==> src/rtl/tmr_pkg.sv <==
package tmr_pkg;
  localparam int CTRL_W = 11;
  localparam int B_MODE = 0;
  localparam int B_DOWN = 1;
  localparam int B_GEN  = 2;
  localparam int B_CAPT = 3;
  localparam int B_ARLD = 4;
  localparam int B_LDB  = 5;
  localparam int B_IE   = 6;
  localparam int B_EN   = 7;
  localparam int B_FLAG = 8;
  localparam int B_PWM  = 9;
  localparam int B_ALL  = 10;

  typedef enum logic [1:0] {
    REG_CTRL  = 2'd0,
    REG_LOAD  = 2'd1,
    REG_COUNT = 2'd2,
    REG_NONE  = 2'd3
  } reg_sel_e;
endpackage

==> src/rtl/tmr_unit.sv <==
module tmr_unit
  import tmr_pkg::*;
#(
  parameter int WIDTH = 32
) (
  input  logic              clk,
  input  logic              rst,
  input  logic              tick,
  input  logic              ctrl_we,
  input  logic              load_we,
  input  logic [WIDTH-1:0]  wdata,
  output logic [CTRL_W-1:0] ctrl_o,
  output logic [WIDTH-1:0]  load_o,
  output logic [WIDTH-1:0]  count_o,
  output logic              pend_o
);
  localparam logic [WIDTH-1:0] ALL_ONES = '1;

  logic [CTRL_W-1:0] ctrl_q;
  logic [WIDTH-1:0]  load_q;
  logic [WIDTH-1:0]  cnt_q;
  logic              run_q;
  logic              down;
  logic              at_end;
  logic              step;
  logic              expire;

  assign down   = ctrl_q[B_DOWN];
  assign at_end = down ? (cnt_q == '0) : (cnt_q == ALL_ONES);
  assign step   = run_q & tick;
  assign expire = step & at_end;

  always_ff @(posedge clk) begin
    if (rst) begin
      ctrl_q <= '0;
      load_q <= '0;
      cnt_q  <= '0;
      run_q  <= 1'b0;
    end else begin
      if (load_we) load_q <= wdata;
      if (ctrl_we) begin
        ctrl_q[B_FLAG-1:0]        <= wdata[B_FLAG-1:0];
        ctrl_q[CTRL_W-1:B_FLAG+1] <= wdata[CTRL_W-1:B_FLAG+1];
      end
      ctrl_q[B_FLAG] <= expire | (ctrl_q[B_FLAG] & ~(ctrl_we & wdata[B_FLAG]));
      if (ctrl_we) begin
        run_q <= wdata[B_EN];
        if (wdata[B_EN]) cnt_q <= load_q;
      end else if (step) begin
        if (at_end) begin
          if (ctrl_q[B_ARLD]) cnt_q <= load_q;
          else                run_q <= 1'b0;
        end else begin
          cnt_q <= down ? cnt_q - 1'b1 : cnt_q + 1'b1;
        end
      end
    end
  end

  assign ctrl_o  = ctrl_q;
  assign load_o  = load_q;
  assign count_o = cnt_q;
  assign pend_o  = ctrl_q[B_FLAG] & ctrl_q[B_IE];

  AST_NO_SW_SET: assert property (@(posedge clk) disable iff (rst)
    (ctrl_we && !ctrl_q[B_FLAG] && !step) |=> !ctrl_q[B_FLAG]);
  AST_RESTART: assert property (@(posedge clk) disable iff (rst)
    (ctrl_we && wdata[B_EN]) |=> (run_q && cnt_q == $past(load_q)));
  AST_IDLE_HOLD: assert property (@(posedge clk) disable iff (rst)
    (!ctrl_we && !step) |=> $stable(cnt_q));
  AST_DOWN_STEP: assert property (@(posedge clk) disable iff (rst)
    (!ctrl_we && step && down && cnt_q != '0) |=> (cnt_q == $past(cnt_q) - 1'b1));
  AST_UP_STEP: assert property (@(posedge clk) disable iff (rst)
    (!ctrl_we && step && !down && cnt_q != ALL_ONES) |=> (cnt_q == $past(cnt_q) + 1'b1));
endmodule

==> src/rtl/tmr_rdmux.sv <==
module tmr_rdmux
  import tmr_pkg::*;
#(
  parameter int NUM_TIMERS = 2,
  parameter int WIDTH      = 32,
  parameter int ADDR_W     = 3
) (
  input  logic [ADDR_W-1:0]                   addr,
  input  logic [NUM_TIMERS-1:0][CTRL_W-1:0]   ctrl_all,
  input  logic [NUM_TIMERS-1:0][WIDTH-1:0]    load_all,
  input  logic [NUM_TIMERS-1:0][WIDTH-1:0]    cnt_all,
  output logic [WIDTH-1:0]                    data
);
  always_comb begin
    data = '0;
    for (int i = 0; i < NUM_TIMERS; i++) begin
      if ((addr >> 2) == ADDR_W'(i)) begin
        case (reg_sel_e'(addr[1:0]))
          REG_CTRL:  data = WIDTH'(ctrl_all[i]);
          REG_LOAD:  data = load_all[i];
          REG_COUNT: data = cnt_all[i];
          default:   data = '0;
        endcase
      end
    end
  end
endmodule

==> src/rtl/tick_timer_pair.sv <==
module tick_timer_pair
  import tmr_pkg::*;
#(
  parameter int NUM_TIMERS = 2,
  parameter int WIDTH      = 32,
  localparam int TSEL_W    = (NUM_TIMERS > 1) ? $clog2(NUM_TIMERS) : 0,
  localparam int ADDR_W    = 2 + TSEL_W
) (
  input  logic              clk,
  input  logic              rst,
  input  logic              tick,
  input  logic              wr_en,
  input  logic              rd_en,
  input  logic [ADDR_W-1:0] addr,
  input  logic [WIDTH-1:0]  wdata,
  output logic [WIDTH-1:0]  rdata,
  output logic              irq
);
  logic [NUM_TIMERS-1:0][CTRL_W-1:0] ctrl_all;
  logic [NUM_TIMERS-1:0][WIDTH-1:0]  load_all;
  logic [NUM_TIMERS-1:0][WIDTH-1:0]  cnt_all;
  logic [NUM_TIMERS-1:0]             pend;
  logic [WIDTH-1:0]                  rd_mux;
  reg_sel_e                          sel;

  assign sel = reg_sel_e'(addr[1:0]);

  for (genvar i = 0; i < NUM_TIMERS; i++) begin : g_tmr
    logic hit;
    assign hit = wr_en && ((addr >> 2) == ADDR_W'(i));
    tmr_unit #(.WIDTH(WIDTH)) u_unit (
      .clk     (clk),
      .rst     (rst),
      .tick    (tick),
      .ctrl_we (hit && sel == REG_CTRL),
      .load_we (hit && sel == REG_LOAD),
      .wdata   (wdata),
      .ctrl_o  (ctrl_all[i]),
      .load_o  (load_all[i]),
      .count_o (cnt_all[i]),
      .pend_o  (pend[i])
    );
  end

  tmr_rdmux #(.NUM_TIMERS(NUM_TIMERS), .WIDTH(WIDTH), .ADDR_W(ADDR_W)) u_rdmux (
    .addr     (addr),
    .ctrl_all (ctrl_all),
    .load_all (load_all),
    .cnt_all  (cnt_all),
    .data     (rd_mux)
  );

  always_ff @(posedge clk) begin
    if (rst) begin
      rdata <= '0;
      irq   <= 1'b0;
    end else begin
      if (rd_en) rdata <= rd_mux;
      irq <= |pend;
    end
  end

  AST_IRQ_OR: assert property (@(posedge clk) disable iff (rst)
    1'b1 |=> (irq == $past(|pend)));
  AST_RD_HOLD: assert property (@(posedge clk) disable iff (rst)
    !rd_en |=> $stable(rdata));
endmodule

==> config.mk <==
export PLATFORM = sky130hd
export DESIGN_NAME = tick_timer_pair
export DESIGN_NICKNAME = d
export VERILOG_FILES = /design/src/rtl/tmr_pkg.sv /design/src/rtl/tmr_unit.sv /design/src/rtl/tmr_rdmux.sv /design/src/rtl/tick_timer_pair.sv
export SDC_FILE = /design/constraint.sdc
export NUM_CORES = 1
export LEC_CHECK = 0
export CORE_MARGIN = 10
export CORE_UTILIZATION = 50
export DETAILED_ROUTE_END_ITERATION = 8
export PLACE_DENSITY_LB_ADDON = 0.25
export REMOVE_ABC_BUFFERS = 1
export SYNTH_ARGS = -nofsm -noshare
export SYNTH_HDL_FRONTEND = slang
export SYNTH_SLANG_ARGS = --single-unit
==> constraint.sdc <==
create_clock -name clk -period 9.6 [get_ports clk]
set_input_delay 1.92 -clock clk [delete_from_list [all_inputs] [get_ports clk]]
set_output_delay 1.92 -clock clk [all_outputs]
set_load 0.05 [all_outputs]
==> metrics.md <==
| Metric | Value |
|---|---|
| Reg clk slew, reported paths | about 0.060 ns |
| Top cells by count, synth | nand2_1 (255), a21oi_1 (202), dfxtp_1 (185), nor2_1 (126), clkbuf_1 (81) |
| Finished layout cell area | 12800 sq um |
| Clk_lat worst skew | approximately 0.43 ns |
| Slowest-stage cell, CP | nand3_1 |
| Slack of the critical path | around 4.5 ns |
| DRT iter0 DRCs | 1338 |
| Die width | 171 um |
| DPL Wire Length | 24.2 mm |
| Post-route DRC | 0 |
| Largest net degree at the start of global routing | 95 |
| Routed WL | ~34 mm |
| Lkg Pwr | between 4 and 5 nW |
| First-pass GRT wire length | ~55 mm |
| Layout cells sized above 1 | under 10% |
| Via count | 11.2k |
| Placeable Area | about 23000 sq um |
| Power per standard cell area | 137 nW/um^2 |
| Initial antenna violation count | 0 |
| Status | finished clean |
| Yosys warns | 0 |
| Rel. slew slack | 13.5% |
| CTS tree | built |
| Setup TNS | 0 ns |
| Post-synth EDFFs | 0 |
| Pre-CTS setup slack | about 4.1 ns |
| Initial core utilization | 50.7% |
| GRT overflow | 0 |
| Fin. max-slew vios | 0 |
| CP cell instances | clkdlybuf4s50_1 -> buf_4 -> nor2b_4 -> nand3_1 -> nand2_1 -> a21oi_1 |
| Post-layout net count | ~1.6k |
| GPL Wtd Cong | 0.879 |
| Primary FF master, synth | dfxtp_1 |
| Ports | 73 |
| GRT Overall Usage | 23.1% |
| Area Overhead vs Synth | 11.7% |
| Post-CTS Setup Inserts | 0 |
| Cell taking the most area after synthesis | dfxtp_1 |
| Synth Register Bits | between 150 and 200 |
| PnR Total Power | roughly 0.0018 W |
| Row Count | 55 |
| Synth top area cells | dfxtp_1 (32%), a21oi_1 (8.8%), nand2_1 (8.4%) |
| Post-Syn Instances | ~1.5k |
| Hold Vio Cnt, Final | 0 |
| WP data arrival | roughly 5.4 ns |
| Synth cell types | 77 |
| CP Max Fanout | 45 |
| Clock buffer count from CTS | 17 |
| FMAX | approximately 200 MHz |
| RSZ-0062 raised after global routing | no |
| Top-count cell post-synth | nand2_1 |
| Synth Area per Inst | between 7 and 8 sq um |
| Hold WC Path Type | register to register |
| Mapped Area | around 11000 sq um |
| Crit Path Class | input port to register |
| Final Setup Violations | 0 |
| Dpl cell area | ~12000 sq um |
| Max VDD drop | approximately 120 uV |
| WL per Instance | 19.2 um |
| H-tree depth | 4 |
| Proportion of netlist area held by the largest area contributor | 32.4% |
| Worst slew pin tran | 1.29 ns |
| Crit path launch type | input port |
| Period utilization | between 50% and 60% |
| Sequential area share after synthesis | around a third |
| Max clock buf depth | 2 |
| CTS Sinks | ~190 |
| Req. time, crit path | 9.87 ns |
| Die area | 29300 sq um |
| # port buffers | 72 |
| Cts repair resizes | 0 |
| Layout Skew | approximately 0.0069 ns |
| ANT cells | 0 |
| Die Height | approximately 170 um |
| Vias per cell | about 6.3 |
| Max Cap Viol | 0 |
| Asr flop ratio synth | 0% |
| Min cycle time layout | 5.10 ns |
| Post-layout util | 56.6% |
| Antenna Nets Post-Route | 0 |
| Slowest stage delay, CP | between 1 and 1.5 ns |
| Clock Tree Root | clkbuf_16 |
| First-pass DRT Iterations | 7 |
| Count of hold-fix buffers inserted at cts | 0 |
| Vias in the first global route | 10.5k |
| CP Capture Type | register |
-- registers in the layout (all words and copies together), names as in the netlist --
| register | cells |
|---|---|
| g_tmr.u_unit.count_o | 64 |
| g_tmr.u_unit.ctrl_o | 22 |
| g_tmr.u_unit.load_o | 64 |
| g_tmr.u_unit.run_q | 2 |
| irq | 1 |
| rdata | 32 |
-- cell type report --
class,count,area [sq um]
Fill cell,2139,9800
Clock inverter,9,148
Multi-Input combinational cell,1195,7250
Sequential cell,185,3700
Clock buffer,21,460
Timing Repair Buffer,84,807
Inverter,13,48.8
Tap cell,285,357
-- report_power, final --
part	leakage, nW	switching (W)	internal [W]	total [W]
clock	0.299	0.000295	0.000445	0.000740
combinational	3.06	0.000136	0.0000714	0.000208
sequential	1.50	0.0000208	0.000787	0.000808
total	4.86	0.000452	0.00130	0.00176
-- stage by stage --
stage          std cells  hold WS [ns]
2_1_floorplan       1393         0.430
3_3_place_gp        1762         0.443
3_5_place_dp        1762         0.446
4_1_cts             1792         0.455
5_1_grt             1792         0.473
6_report            1792         0.456
-- metal layers --
| metal | track usage [%] | share of wire, % |
|---|---|---|
| met1 | 30.5 | 44 |
| met2 | 37.9 | 47 |
| met3 | 4.81 | 7.4 |
| met4 | 5.33 | 1.7 |
| met5 | 0 | 0 |
-- worst paths after layout --
check / endpoint / cells after the start / slack [ns] / from
hold / removal: g_tmr[0].u_unit.ctrl_o[0] / 2 / 0.46 / g_tmr[0].u_unit.ctrl_o[0]
hold reg to reg: g_tmr[0].u_unit.ctrl_o[0] / 2 / 0.46 / g_tmr[0].u_unit.ctrl_o[0]
setup reg to reg: g_tmr[0].u_unit.count_o[24] / 9 / 5.70 / g_tmr[0].u_unit.ctrl_o[1]
setup / recovery: g_tmr[1].u_unit.load_o[28] / 6 / 4.50 / addr[0]
-- critical path, delay by kind of cell --
kind / cells / cell delay, ns
AO/OA/AOI/OAI: 1 / 0.11
buffers and inverters: 2 / 0.87
AND/OR/NAND/NOR: 3 / 2.43
-- cells by family after synthesis --
kind of cell | share of synthesized area (%)
AND/OR/NAND/NOR | 21.6
AO/OA/AOI/OAI | 27.9
flip-flops | 32.4
buffers and inverters | 4.45
adder cells (fa/ha/maj) | 6.92
XOR/XNOR | 3.83
multiplexers | 2.90
-- cell usage in the layout, fill, tap and decap left out, types with 6 or more instances in the layout --
master	instances
nand2_1	254
nor2_1	125
nand3_1	30
inv_1	12
buf_4	12
o21bai_1	6
a32oi_1	12
o211ai_1	20
a21o_1	34
nand2b_1	11
a211oi_1	53
nor3_1	33
nand4_1	22
a22oi_1	23
clkdlybuf4s50_1	70
xnor2_1	22
a31oi_1	13
and3_1	16
o21a_1	10
a21oi_1	202
o22ai_1	7
mux2i_1	32
clkbuf_16	17
xor2_1	28
o21ai_0	55
dfxtp_1	185
ha_1	60
nor4_1	15
a221oi_1	22
No activity file was read; power rests on OpenSTA's default activity.
